**src/rtl/ssp_pkg.sv**
```systemverilog
`timescale 1ns/1ps
package ssp_pkg;
    typedef enum logic {XS_IDLE, XS_WAIT} xs_e;

    localparam int unsigned REG_CTL0 = 0;
    localparam int unsigned REG_CTL1 = 1;
    localparam int unsigned REG_DATA = 2;
    localparam int unsigned REG_STAT = 3;
    localparam int unsigned REG_PSC  = 4;
    localparam int unsigned REG_MASK = 5;
    localparam int unsigned REG_RAW  = 6;
    localparam int unsigned REG_MIS  = 7;
    localparam int unsigned REG_DMA  = 8;

    localparam int unsigned C1_LOOP = 0;
    localparam int unsigned C1_EN   = 1;
endpackage

```
**src/rtl/ssp_fifo.sv**
```systemverilog
`timescale 1ns/1ps
module ssp_fifo #(
    parameter int W     = 16,
    parameter int DEPTH = 8
) (
    input  logic                       clk,
    input  logic                       rst_n,
    input  logic                       push,
    input  logic                       pop,
    input  logic [W-1:0]               wdata,
    output logic [W-1:0]               rdata,
    output logic [$clog2(DEPTH+1)-1:0] count
);
    localparam int PTR_W = (DEPTH > 1) ? $clog2(DEPTH) : 1;
    localparam int CNT_W = $clog2(DEPTH + 1);
    localparam logic [PTR_W-1:0] LAST = PTR_W'(DEPTH - 1);

    logic [W-1:0]     mem [DEPTH];
    logic [PTR_W-1:0] wptr, rptr;

    always_ff @(posedge clk or negedge rst_n) begin
        if (!rst_n) begin
            wptr  <= '0;
            rptr  <= '0;
            count <= '0;
        end else begin
            if (push) wptr <= (wptr == LAST) ? '0 : wptr + 1'b1;
            if (pop)  rptr <= (rptr == LAST) ? '0 : rptr + 1'b1;
            if (push && !pop)      count <= count + 1'b1;
            else if (pop && !push) count <= count - 1'b1;
        end
    end

    always_ff @(posedge clk) begin
        if (push) mem[wptr] <= wdata;
    end

    assign rdata = mem[rptr];

    AST_FIFO_NO_OVERFLOW: assert property (@(posedge clk) disable iff (!rst_n)
        (push && !pop) |-> (count != CNT_W'(DEPTH)));
    AST_FIFO_NO_UNDERFLOW: assert property (@(posedge clk) disable iff (!rst_n)
        pop |-> (count != '0));
endmodule

```
**src/rtl/ssp_xchg.sv**
```systemverilog
`timescale 1ns/1ps
module ssp_xchg import ssp_pkg::*; #(
    parameter int DATA_W = 16
) (
    input  logic              clk,
    input  logic              rst_n,
    input  logic              en,
    input  logic              loop,
    input  logic              tx_empty,
    input  logic              rx_full,
    input  logic [DATA_W-1:0] tx_head,
    input  logic [DATA_W-1:0] size_mask,
    output logic              tx_pop,
    output logic              rx_push,
    output logic [DATA_W-1:0] rx_word,
    output logic              frm_req,
    output logic [DATA_W-1:0] frm_tx,
    input  logic              frm_ack,
    input  logic [DATA_W-1:0] frm_rx
);
    xs_e              state, nxt;
    logic [DATA_W-1:0] word_q;
    logic              go;

    assign go = en && !tx_empty && !rx_full;

    always_comb begin
        nxt = state;
        unique case (state)
            XS_IDLE: if (go && !loop) nxt = XS_WAIT;   // LAUNCH
            XS_WAIT: if (frm_ack)     nxt = XS_IDLE;   // DONE
        endcase
    end

    always_ff @(posedge clk or negedge rst_n) begin
        if (!rst_n) begin
            state  <= XS_IDLE;
            word_q <= '0;
        end else begin
            state <= nxt;
            if (state == XS_IDLE && go && !loop) word_q <= tx_head;
        end
    end

    always_comb begin
        tx_pop  = 1'b0;
        rx_push = 1'b0;
        rx_word = tx_head & size_mask;
        frm_req = 1'b0;
        frm_tx  = word_q;
        unique case (state)
            XS_IDLE: begin
                tx_pop  = go;
                rx_push = go && loop;                  // LOOP
            end
            XS_WAIT: begin
                frm_req = 1'b1;
                rx_push = frm_ack;
                rx_word = frm_rx & size_mask;
            end
        endcase
    end

    AST_REQ_HELD: assert property (@(posedge clk) disable iff (!rst_n)
        (frm_req && !frm_ack) |=> (frm_req && $stable(frm_tx)));
    AST_LOOP_NO_REQ: assert property (@(posedge clk) disable iff (!rst_n)
        (loop && !frm_req) |=> !frm_req);
    AST_PUSH_HAS_ROOM: assert property (@(posedge clk) disable iff (!rst_n)
        rx_push |-> !rx_full);
endmodule

```
**src/rtl/ssp_ctrl.sv**
```systemverilog
`timescale 1ns/1ps
module ssp_ctrl import ssp_pkg::*; #(
    parameter int DATA_W   = 16,
    parameter int DEPTH    = 8,
    parameter int ADDR_W   = 4,
    parameter int PSC_W    = 8,
    parameter int CTL0_RST = 7
) (
    input  logic              clk,
    input  logic              rst_n,
    input  logic [ADDR_W-1:0] bus_addr,
    input  logic              bus_wr,
    input  logic              bus_rd,
    input  logic [DATA_W-1:0] bus_wdata,
    output logic [DATA_W-1:0] bus_rdata,
    output logic              irq,
    output logic              frm_req,
    output logic [DATA_W-1:0] frm_tx,
    input  logic              frm_ack,
    input  logic [DATA_W-1:0] frm_rx
);
    localparam int SIZE_W = $clog2(DATA_W);
    localparam int CNT_W  = $clog2(DEPTH + 1);
    localparam logic [CNT_W-1:0] FULL_C = CNT_W'(DEPTH);
    localparam logic [CNT_W-1:0] THR_C  = CNT_W'(DEPTH / 2);
    localparam logic [ADDR_W-1:0] A_CTL0 = ADDR_W'(REG_CTL0);
    localparam logic [ADDR_W-1:0] A_CTL1 = ADDR_W'(REG_CTL1);
    localparam logic [ADDR_W-1:0] A_DATA = ADDR_W'(REG_DATA);
    localparam logic [ADDR_W-1:0] A_STAT = ADDR_W'(REG_STAT);
    localparam logic [ADDR_W-1:0] A_PSC  = ADDR_W'(REG_PSC);
    localparam logic [ADDR_W-1:0] A_MASK = ADDR_W'(REG_MASK);
    localparam logic [ADDR_W-1:0] A_RAW  = ADDR_W'(REG_RAW);
    localparam logic [ADDR_W-1:0] A_MIS  = ADDR_W'(REG_MIS);

    logic [DATA_W-1:0] ctl0_q;
    logic [3:0]        ctl1_q;
    logic [PSC_W-1:0]  psc_q;
    logic [3:0]        imask_q;

    logic [DATA_W-1:0] size_mask, tx_head, rx_head, rx_word;
    logic [CNT_W-1:0]  tx_cnt, rx_cnt;
    logic              tx_push, tx_pop, rx_push, rx_pop;
    logic              tx_empty, tx_full, rx_empty, rx_full;
    logic [4:0]        status_w;
    logic [3:0]        raw_w;

    assign size_mask = {DATA_W{1'b1}} >> (SIZE_W'(DATA_W - 1) - ctl0_q[SIZE_W-1:0]);

    assign tx_empty = (tx_cnt == '0);
    assign tx_full  = (tx_cnt == FULL_C);
    assign rx_empty = (rx_cnt == '0);
    assign rx_full  = (rx_cnt == FULL_C);

    assign tx_push = bus_wr && (bus_addr == A_DATA) && !tx_full;
    assign rx_pop  = bus_rd && (bus_addr == A_DATA) && !rx_empty;

    always_ff @(posedge clk or negedge rst_n) begin
        if (!rst_n) begin
            ctl0_q  <= DATA_W'(CTL0_RST);
            ctl1_q  <= '0;
            psc_q   <= '0;
            imask_q <= '0;
        end else if (bus_wr) begin
            if (bus_addr == A_CTL0) ctl0_q  <= bus_wdata;
            if (bus_addr == A_CTL1) ctl1_q  <= bus_wdata[3:0];
            if (bus_addr == A_PSC)  psc_q   <= bus_wdata[PSC_W-1:0];
            if (bus_addr == A_MASK) imask_q <= bus_wdata[3:0];
        end
    end

    ssp_fifo #(.W(DATA_W), .DEPTH(DEPTH)) u_txq (
        .clk(clk), .rst_n(rst_n), .push(tx_push), .pop(tx_pop),
        .wdata(bus_wdata & size_mask), .rdata(tx_head), .count(tx_cnt));

    ssp_fifo #(.W(DATA_W), .DEPTH(DEPTH)) u_rxq (
        .clk(clk), .rst_n(rst_n), .push(rx_push), .pop(rx_pop),
        .wdata(rx_word), .rdata(rx_head), .count(rx_cnt));

    ssp_xchg #(.DATA_W(DATA_W)) u_eng (
        .clk(clk), .rst_n(rst_n),
        .en(ctl1_q[C1_EN]), .loop(ctl1_q[C1_LOOP]),
        .tx_empty(tx_empty), .rx_full(rx_full),
        .tx_head(tx_head), .size_mask(size_mask),
        .tx_pop(tx_pop), .rx_push(rx_push), .rx_word(rx_word),
        .frm_req(frm_req), .frm_tx(frm_tx),
        .frm_ack(frm_ack), .frm_rx(frm_rx));

    assign status_w = {!tx_empty, rx_full, !rx_empty, !tx_full, tx_empty};
    assign raw_w    = {tx_cnt <= THR_C, rx_cnt >= THR_C, 2'b00};
    assign irq      = |(raw_w & imask_q);

    always_comb begin
        bus_rdata = '0;
        case (bus_addr)
            A_CTL0: bus_rdata = ctl0_q;
            A_CTL1: bus_rdata = DATA_W'(ctl1_q);
            A_DATA: bus_rdata = rx_empty ? '0 : rx_head;
            A_STAT: bus_rdata = DATA_W'(status_w);
            A_PSC:  bus_rdata = DATA_W'(psc_q);
            A_MASK: bus_rdata = DATA_W'(imask_q);
            A_RAW:  bus_rdata = DATA_W'(raw_w);
            A_MIS:  bus_rdata = DATA_W'(raw_w & imask_q);
            default: bus_rdata = '0;
        endcase
    end

    AST_NO_XFER_WHEN_OFF: assert property (@(posedge clk) disable iff (!rst_n)
        (!ctl1_q[C1_EN] && !frm_req) |=> (tx_cnt >= $past(tx_cnt)));
    AST_RX_BOUNDED: assert property (@(posedge clk) disable iff (!rst_n)
        rx_cnt <= FULL_C);
endmodule

```
**config.mk**
```make
export PLATFORM = sky130hd
export DESIGN_NAME = ssp_ctrl
export DESIGN_NICKNAME = d
export VERILOG_FILES = /design/src/rtl/ssp_pkg.sv /design/src/rtl/ssp_fifo.sv /design/src/rtl/ssp_xchg.sv /design/src/rtl/ssp_ctrl.sv
export SDC_FILE = /design/constraint.sdc
export NUM_CORES = 1
export LEC_CHECK = 0
export ABC_CLOCK_PERIOD_IN_PS = 3600
export BUFFER_PORTS_ARGS = -buffer_cell sky130_fd_sc_hd__buf_2
export CORE_MARGIN = 4
export CORE_UTILIZATION = 25
export CTS_CLUSTER_SIZE = 12
export DETAILED_ROUTE_END_ITERATION = 10
export PLACE_DENSITY = 0.48
export SLEW_MARGIN = 40
export SYNTH_ARGS = -nofsm -noshare
export SYNTH_HDL_FRONTEND = slang
export SYNTH_SLANG_ARGS = --single-unit
```
**constraint.sdc**
```tcl
create_clock -name clk -period 3.6 [get_ports clk]
set_input_delay 0 -clock clk [delete_from_list [all_inputs] [get_ports clk]]
set_output_delay 0 -clock clk [all_outputs]
set_load 0.01 [all_outputs]
```
==> results of run 1 <==
[power breakdown]
group	leakage (nW)	switching, mW	internal [mW]
Sequential	3.20	0.527	4.74
Clock	0.545	1.42	2.10
Combinational	2.04	1.73	1.64
[final cells by class]
class,count,area [um^2],share of cell area (%)
Inverter,12,45.0,0.275
Clock buffer,54,1020,6.23
Sequential cell,325,9420,57.6
Timing Repair Buffer,123,840,5.13
Tap cell,696,871,5.32
Clock inverter,10,100,0.612
Multi-Input combinational cell,377,4070,24.9
[flip-flops by register name (all words and copies together) (netlist names), 4 cells and up]
register      count
u_rxq.mem       128
u_txq.mem       128
ctl0_q           16
u_eng.frm_tx     16
psc_q             8
ctl1_q            4
imask_q           4
u_rxq.count       4
u_txq.count       4
[metal layers]
layer | GRT usage [%] | vias to the layer above
met5 | 0 | -
met4 | 3.28 | 0
met3 | 2.14 | 44
met2 | 19.9 | 160
met1 | 14.6 | 3705
li1 | - | 3230
[final timing paths]
path / start / to / slack (ns)
max: u_txq.count[0]$_DFFE_PN0P_ / u_txq.count[3]$_DFFE_PN0P_ / 0.45
min: bus_wr / u_txq.wptr[1]$_DFFE_PN0P_ / 0.03
max reg2reg: u_txq.count[0]$_DFFE_PN0P_ / u_txq.count[3]$_DFFE_PN0P_ / 0.45
min reg2reg: ctl0_q[10]$_DFFE_PN0P_ / ctl0_q[10]$_DFFE_PN0P_ / 0.48
max in group asynchronous: rst_n / ctl0_q[2]$_DFFE_PN1P_ / 2.52
min in group asynchronous: rst_n / u_rxq.wptr[1]$_DFFE_PN0P_ / 0.46
[synth_stat cells, drive strengths merged, types with 2 or more instances]
cell	instances	area [um^2]
nor2	34	128
edfxtp	256	7690
and3	7	43.8
nor3	18	90.1
ha	14	175
mux2i	28	280
o31ai	3	27.5
dfstp	3	78.8
nor4	3	48.8
a21o	4	30.0
mux4	67	1510
mux2	68	800
nand2b	6	37.5
nor4b	4	80.1
o22ai	2	12.5
o21ai	26	130
a221o	8	80.1
clkbuf	16	60.1
nand3b	5	37.5
nand3	3	20.0
and2	3	18.8
a2111oi	3	26.3
xnor2	4	35.0
inv	11	41.3
a22o	2	17.5
o211ai	2	15.0
dfrtp	66	1650
nor3b	5	37.5
nand2	31	124
a21oi	8	40.0
fa	2	40.0
nor2b	9	56.3
buf	18	138
[logic make-up (layout without fill, tap and decap cells)]
family | Yosys count | after routing | synth area share, %
adders and majority gates | 16 | 16 | 1.57
xor gates and xnor gates | 4 | 4 | 0.256
AOI/OAI and AO/OA | 61 | 61 | 2.97
muxes | 163 | 163 | 18.9
DFF | 325 | 325 | 68.9
buffers and inverters | 46 | 199 | 1.78
and+or+nand+nor | 133 | 133 | 5.59
[critical path, cell delays in order (launching register included)]
cell,delay (ns)
dfrtp_1,0.47
or4b_2,0.73
nand3_2,0.24
inv_1,0.12
ha_1,0.25
inv_1,0.17
ha_1,0.26
a21o_1,0.20
a2111oi_0,0.43
o31ai_1,0.14
[stage by stage]
stage | cell area (um^2) | hold slack, ns | std cells | setup WS, ns | util, %
5_1_grt | 16400 | 0.0593 | 1597 | 0.237 | 30.3
4_1_cts | 16300 | 0.0123 | 1595 | 0.436 | 30.2
3_5_place_dp | 15000 | 0.0931 | 1512 | 0.449 | 27.8
2_1_floorplan | 13700 | -0.296 | 748 | 0.582 | -
6_report | 16400 | 0.0297 | 1597 | 0.449 | 30.3
3_3_place_gp | 15000 | 0.240 | 1511 | 0.480 | 27.8
==> flow_metrics.env, run 1 <==
export IMPL_status="complete, no violations"
export IMPL_cts_max_level=2
export IMPL_layout_nets=932
export IMPL_io_buffers=74
export IMPL_crit_arrival_ns=3.53
export IMPL_drt_iter0_drc=613
export IMPL_hold_class="in2reg"
export IMPL_synthesis_nets=805
export IMPL_power_density_nw_per_um2=743
export IMPL_route_detailed_drc=0
export IMPL_track_usage_pct=11.4
export IMPL_fin_skew_ns=0.0151
export IMPL_wl_met2_mm=17.3
export IMPL_wl_met1_mm=14.4
export IMPL_overflow=0
export IMPL_core_area_um2=54000
export IMPL_power_mw=12.2
export IMPL_route_met3_wl_mm=1.42
export IMPL_initial_core_util_pct=25.3
export IMPL_fillers=5277
export IMPL_root_buffer="clkbuf_16"
export IMPL_drive_gt1_share_pct=35.0
export IMPL_ys_types=53
export IMPL_yosysWarnings=0
export IMPL_synth_edf_count=256
export IMPL_slew_viol_final=0
export IMPL_routabilityCongestion=0.752
export IMPL_route_top_layer_used="met4"
export IMPL_die_area_um2=58500
export IMPL_finalWirelength_mm=33.9
export IMPL_worstPathMaxFanout=10
export IMPL_worstSetupPathType="reg2reg"
export IMPL_hpwl_mm=22.7
export IMPL_cts_buffer_depth=3
export IMPL_setup_violations=0
export IMPL_hold_depth=3
export IMPL_cts_buffers=36
export IMPL_num_rows=85
export IMPL_grt_pass1_wl_mm=50.5
export IMPL_grt_max_degree=70
export IMPL_mostFrequentLayoutCell="edfxtp_1"
export IMPL_die_h_um=242
export IMPL_cts_resized=0
export IMPL_dr_total_vias=7139
export IMPL_final_cell_mix="edfxtp_1 (256), buf_2 (73), mux4_2 (67)"
export IMPL_syn_area_um2=13700
export IMPL_syn_to_final_growth_pct=19.7
export IMPL_syn_avg_cell_area_um2=18.3
export IMPL_syn_inst=748
export IMPL_first_global_vias=7441
export IMPL_viasPerCell=4.47
export IMPL_ir_drop_mv=0.258
export IMPL_n_antenna_cell=0
export IMPL_max_freq_ghz=0.317
export IMPL_worstSetupStartpointType="register"
export IMPL_hold_viol=0
export IMPL_cts_tree="done"
export IMPL_antenna_found_initial=0
export IMPL_tightestPinTransition_ns=0.835
export IMPL_ctsHoldBuffers=19
export IMPL_ys_seq_area_share_pct=68.9
export IMPL_cts_setup_buffers=0
export IMPL_p_leak_nw=5.78
export IMPL_firstDrtPassIters=5
export IMPL_die_width_um=242
export IMPL_r2r_cells=9
export IMPL_relSlewSlack_pct=44.3
export IMPL_worstPathRequired_ns=3.98
export IMPL_finalCritPeriodShare_pct=87.5
export IMPL_synth_main_ff_cell="edfxtp_1"
export IMPL_rsz0062_at_grt="no"
export IMPL_cap_violations=0
export IMPL_clk_insertion_delay_late_ns=0.52
export IMPL_io_pins=75
export IMPL_setup_tns_ns=0
export IMPL_ant_nets=0
export IMPL_ys_seq_elements=325
export IMPL_synthArstFlopShare_pct=21.2
export IMPL_post_route_min_period_ns=3.15
export IMPL_wire_per_inst_um=21.2
export IMPL_worstSetupEndpointType="register"
export IMPL_clkSinkCount=325
export IMPL_clk_pin_slew_ns=0.06
Power figures use the tool's default switching activity.
==> inputs of run 2 (changes only) <==
--- a/config.mk
+++ b/config.mk
@@ -5,7 +5,7 @@
 export SDC_FILE = /design/constraint.sdc
 export NUM_CORES = 1
 export LEC_CHECK = 0
-export ABC_CLOCK_PERIOD_IN_PS = 3600
+export ABC_CLOCK_PERIOD_IN_PS = 3700
 export BUFFER_PORTS_ARGS = -buffer_cell sky130_fd_sc_hd__buf_2
 export CORE_MARGIN = 4
 export CORE_UTILIZATION = 25
==> constraint.sdc (replaced) <==
create_clock -name clk -period 3.7 [get_ports clk]
set_input_delay 0 -clock clk [delete_from_list [all_inputs] [get_ports clk]]
set_output_delay 0 -clock clk [all_outputs]
set_load 0.01 [all_outputs]
==> flow_metrics.env, run 2 (synthesis gave the netlist of run 1 again) <==
export IMPL_gr_usage_met2_pct=20.1
export IMPL_cts_setup_buffers=0
export IMPL_fillers=5301
export IMPL_wire_per_inst_um=21.4
export IMPL_cts_buffers=36
export IMPL_use_met1_pct=14.9
export IMPL_multi_input_comb_area_um2=4070
export IMPL_max_freq_ghz=0.311
export IMPL_rsz0062_at_grt="no"
export IMPL_overflow=0
export IMPL_regArea_um2=9420
export IMPL_crit_arrival_ns=3.59
export IMPL_setup_tns_ns=0
export IMPL_cts_resized=0
export IMPL_tightestPinTransition_ns=0.819
export IMPL_first_global_vias=7726
export IMPL_die_area_um2=58500
export IMPL_ant_nets=0
export IMPL_timing_hold_ws_ns=0.0131
export IMPL_critical_path_top_delay_family="simple AND/OR/NAND/NOR gates"
export IMPL_reg_largest_list="u_rxq.mem (128), u_txq.mem (128)"
export IMPL_finalWirelength_mm=34.4
export IMPL_final_cell_mix="edfxtp_1 (256), buf_2 (73), mux4_2 (67)"
export IMPL_cts_tree="done"
export IMPL_relSlewSlack_pct=45.2
export IMPL_die_width_um=242
export IMPL_post_route_min_period_ns=3.21
export IMPL_clk_insertion_delay_late_ns=0.52
export IMPL_track_usage_pct=11.6
export IMPL_route_detailed_drc=0
export IMPL_ir_drop_mv=0.269
export IMPL_dr_total_vias=7203
export IMPL_cap_violations=0
export IMPL_root_buffer="clkbuf_16"
export IMPL_worstSetupStartpointType="register"
export IMPL_die_h_um=242
export IMPL_cp_slowest_cell="or4b_2"
export IMPL_layout_nets=935
export IMPL_worstSetupPathType="reg2reg"
export IMPL_antenna_found_initial=1
export IMPL_path_cells="or4b_2 > nand3_2 > inv_1 > ha_1 > inv_1 > ha_1 > a21o_1 > a2111oi_0 > o31ai_1"
export IMPL_drt_iter0_drc=482
export IMPL_status="complete, no violations"
export IMPL_clkSinkCount=325
export IMPL_drive_gt1_share_pct=35.5
export IMPL_cts_max_level=2
export IMPL_max_stage_delay_ns=0.73
export IMPL_hold_viol=0
export IMPL_syn_to_final_growth_pct=20.0
export IMPL_slew_viol_final=0
export IMPL_worstPathMaxFanout=10
export IMPL_finalCritPeriodShare_pct=86.8
export IMPL_hold_class="in2reg"
export IMPL_p_leak_nw=5.81
export IMPL_num_rows=85
export IMPL_routabilityCongestion=0.743
export IMPL_initial_core_util_pct=25.3
export IMPL_setup_violations=0
export IMPL_grt_pass1_wl_mm=51.5
export IMPL_firstDrtPassIters=5
export IMPL_clk_pin_slew_ns=0.06
export IMPL_mostFrequentLayoutCell="edfxtp_1"
export IMPL_cts_buffer_depth=3
export IMPL_fin_skew_ns=0.0137
export IMPL_top_usage_layer="met2"
export IMPL_core_area_um2=54000
export IMPL_dp_slack_ns=0.604
export IMPL_grt_max_degree=45
export IMPL_ctsHoldBuffers=19
export IMPL_n_antenna_cell=0
export IMPL_viasPerCell=4.50
export IMPL_grtUsageMet3_pct=2.08
export IMPL_io_buffers=74
export IMPL_worstSetupEndpointType="register"
export IMPL_power_density_nw_per_um2=729
export IMPL_finalWorstSetupSlack_ns=0.490
export IMPL_hpwl_mm=23.3
export IMPL_io_pins=75
export IMPL_path_buf_inv=2
export IMPL_worstPathRequired_ns=4.08
## run 2: cell types whose count changed in the layout (fill, tap and decap cells not counted), moves of 2 or more
| cell | before | now |
|---|---|---|
| buf_4 | 26 | 33 |
| clkbuf_1 | 14 | 12 |
| clkbuf_16 | 37 | 39 |
| clkbuf_8 | 3 | 5 |
| inv_6 | 0 | 2 |
## run 2: tightest hold or removal path, delay by kind of cell
family | cells | cell delay [ns]
buffers and inverters | 2 | 0.25
and+or+nand+nor | 1 | 0.08
AOI/OAI and AO/OA | 1 | 0.08
## run 2: routing by layer
layer  share of wire, %  up-vias
met5              0.038        -
met4                2.5        2
met3                3.5       56
met2                 51      139
met1                 43     3771
li1                   -     3235
## run 2: path summary, 6_finish.rpt
path | startpoint | to | slack [ns] | cells past startpoint
worst max-delay path | u_txq.count[0]$_DFFE_PN0P_ | u_txq.count[3]$_DFFE_PN0P_ | 0.49 | 9
min in group asynchronous | rst_n | u_rxq.rptr[2]$_DFFE_PN0P_ | 0.07 | 2
worst max register to register | u_txq.count[0]$_DFFE_PN0P_ | u_txq.count[3]$_DFFE_PN0P_ | 0.49 | 9
worst min register to register | ctl0_q[11]$_DFFE_PN0P_ | ctl0_q[11]$_DFFE_PN0P_ | 0.48 | 2
max in group asynchronous | rst_n | u_txq.wptr[1]$_DFFE_PN0P_ | 2.83 | 3
worst min-delay path | frm_rx[0] | u_rxq.mem[7][0]$_DFFE_PP_ | 0.01 | 4
## run 2: layout make-up
cell class	count	share of cell area, %
clock buffers	56	6.65
clock inverters	10	0.481
inverters	12	0.275
multi-input cells	377	24.8
flip-flops and latches	325	57.5
well taps	696	5.31
repair buffers	126	5.02
## run 2: where the power goes
part	switching (mW)	internal, mW	total, mW
registers	0.498	4.62	5.11
clock network	1.42	2.10	3.52
logic	1.72	1.61	3.33
## run 2: through the flow
| step | area, um^2 | power, mW | utilization [%] | std cells |
|---|---|---|---|---|
| floorplan | 13700 | 7.36 | - | 748 |
| global placement | 15000 | 8.52 | 27.8 | 1516 |
| detailed placement | 15000 | 8.58 | 27.8 | 1517 |
| CTS | 16400 | 12.2 | 30.3 | 1602 |
| global route | 16400 | 12.6 | 30.3 | 1602 |
| finish | 16400 | 12.0 | 30.3 | 1602 |
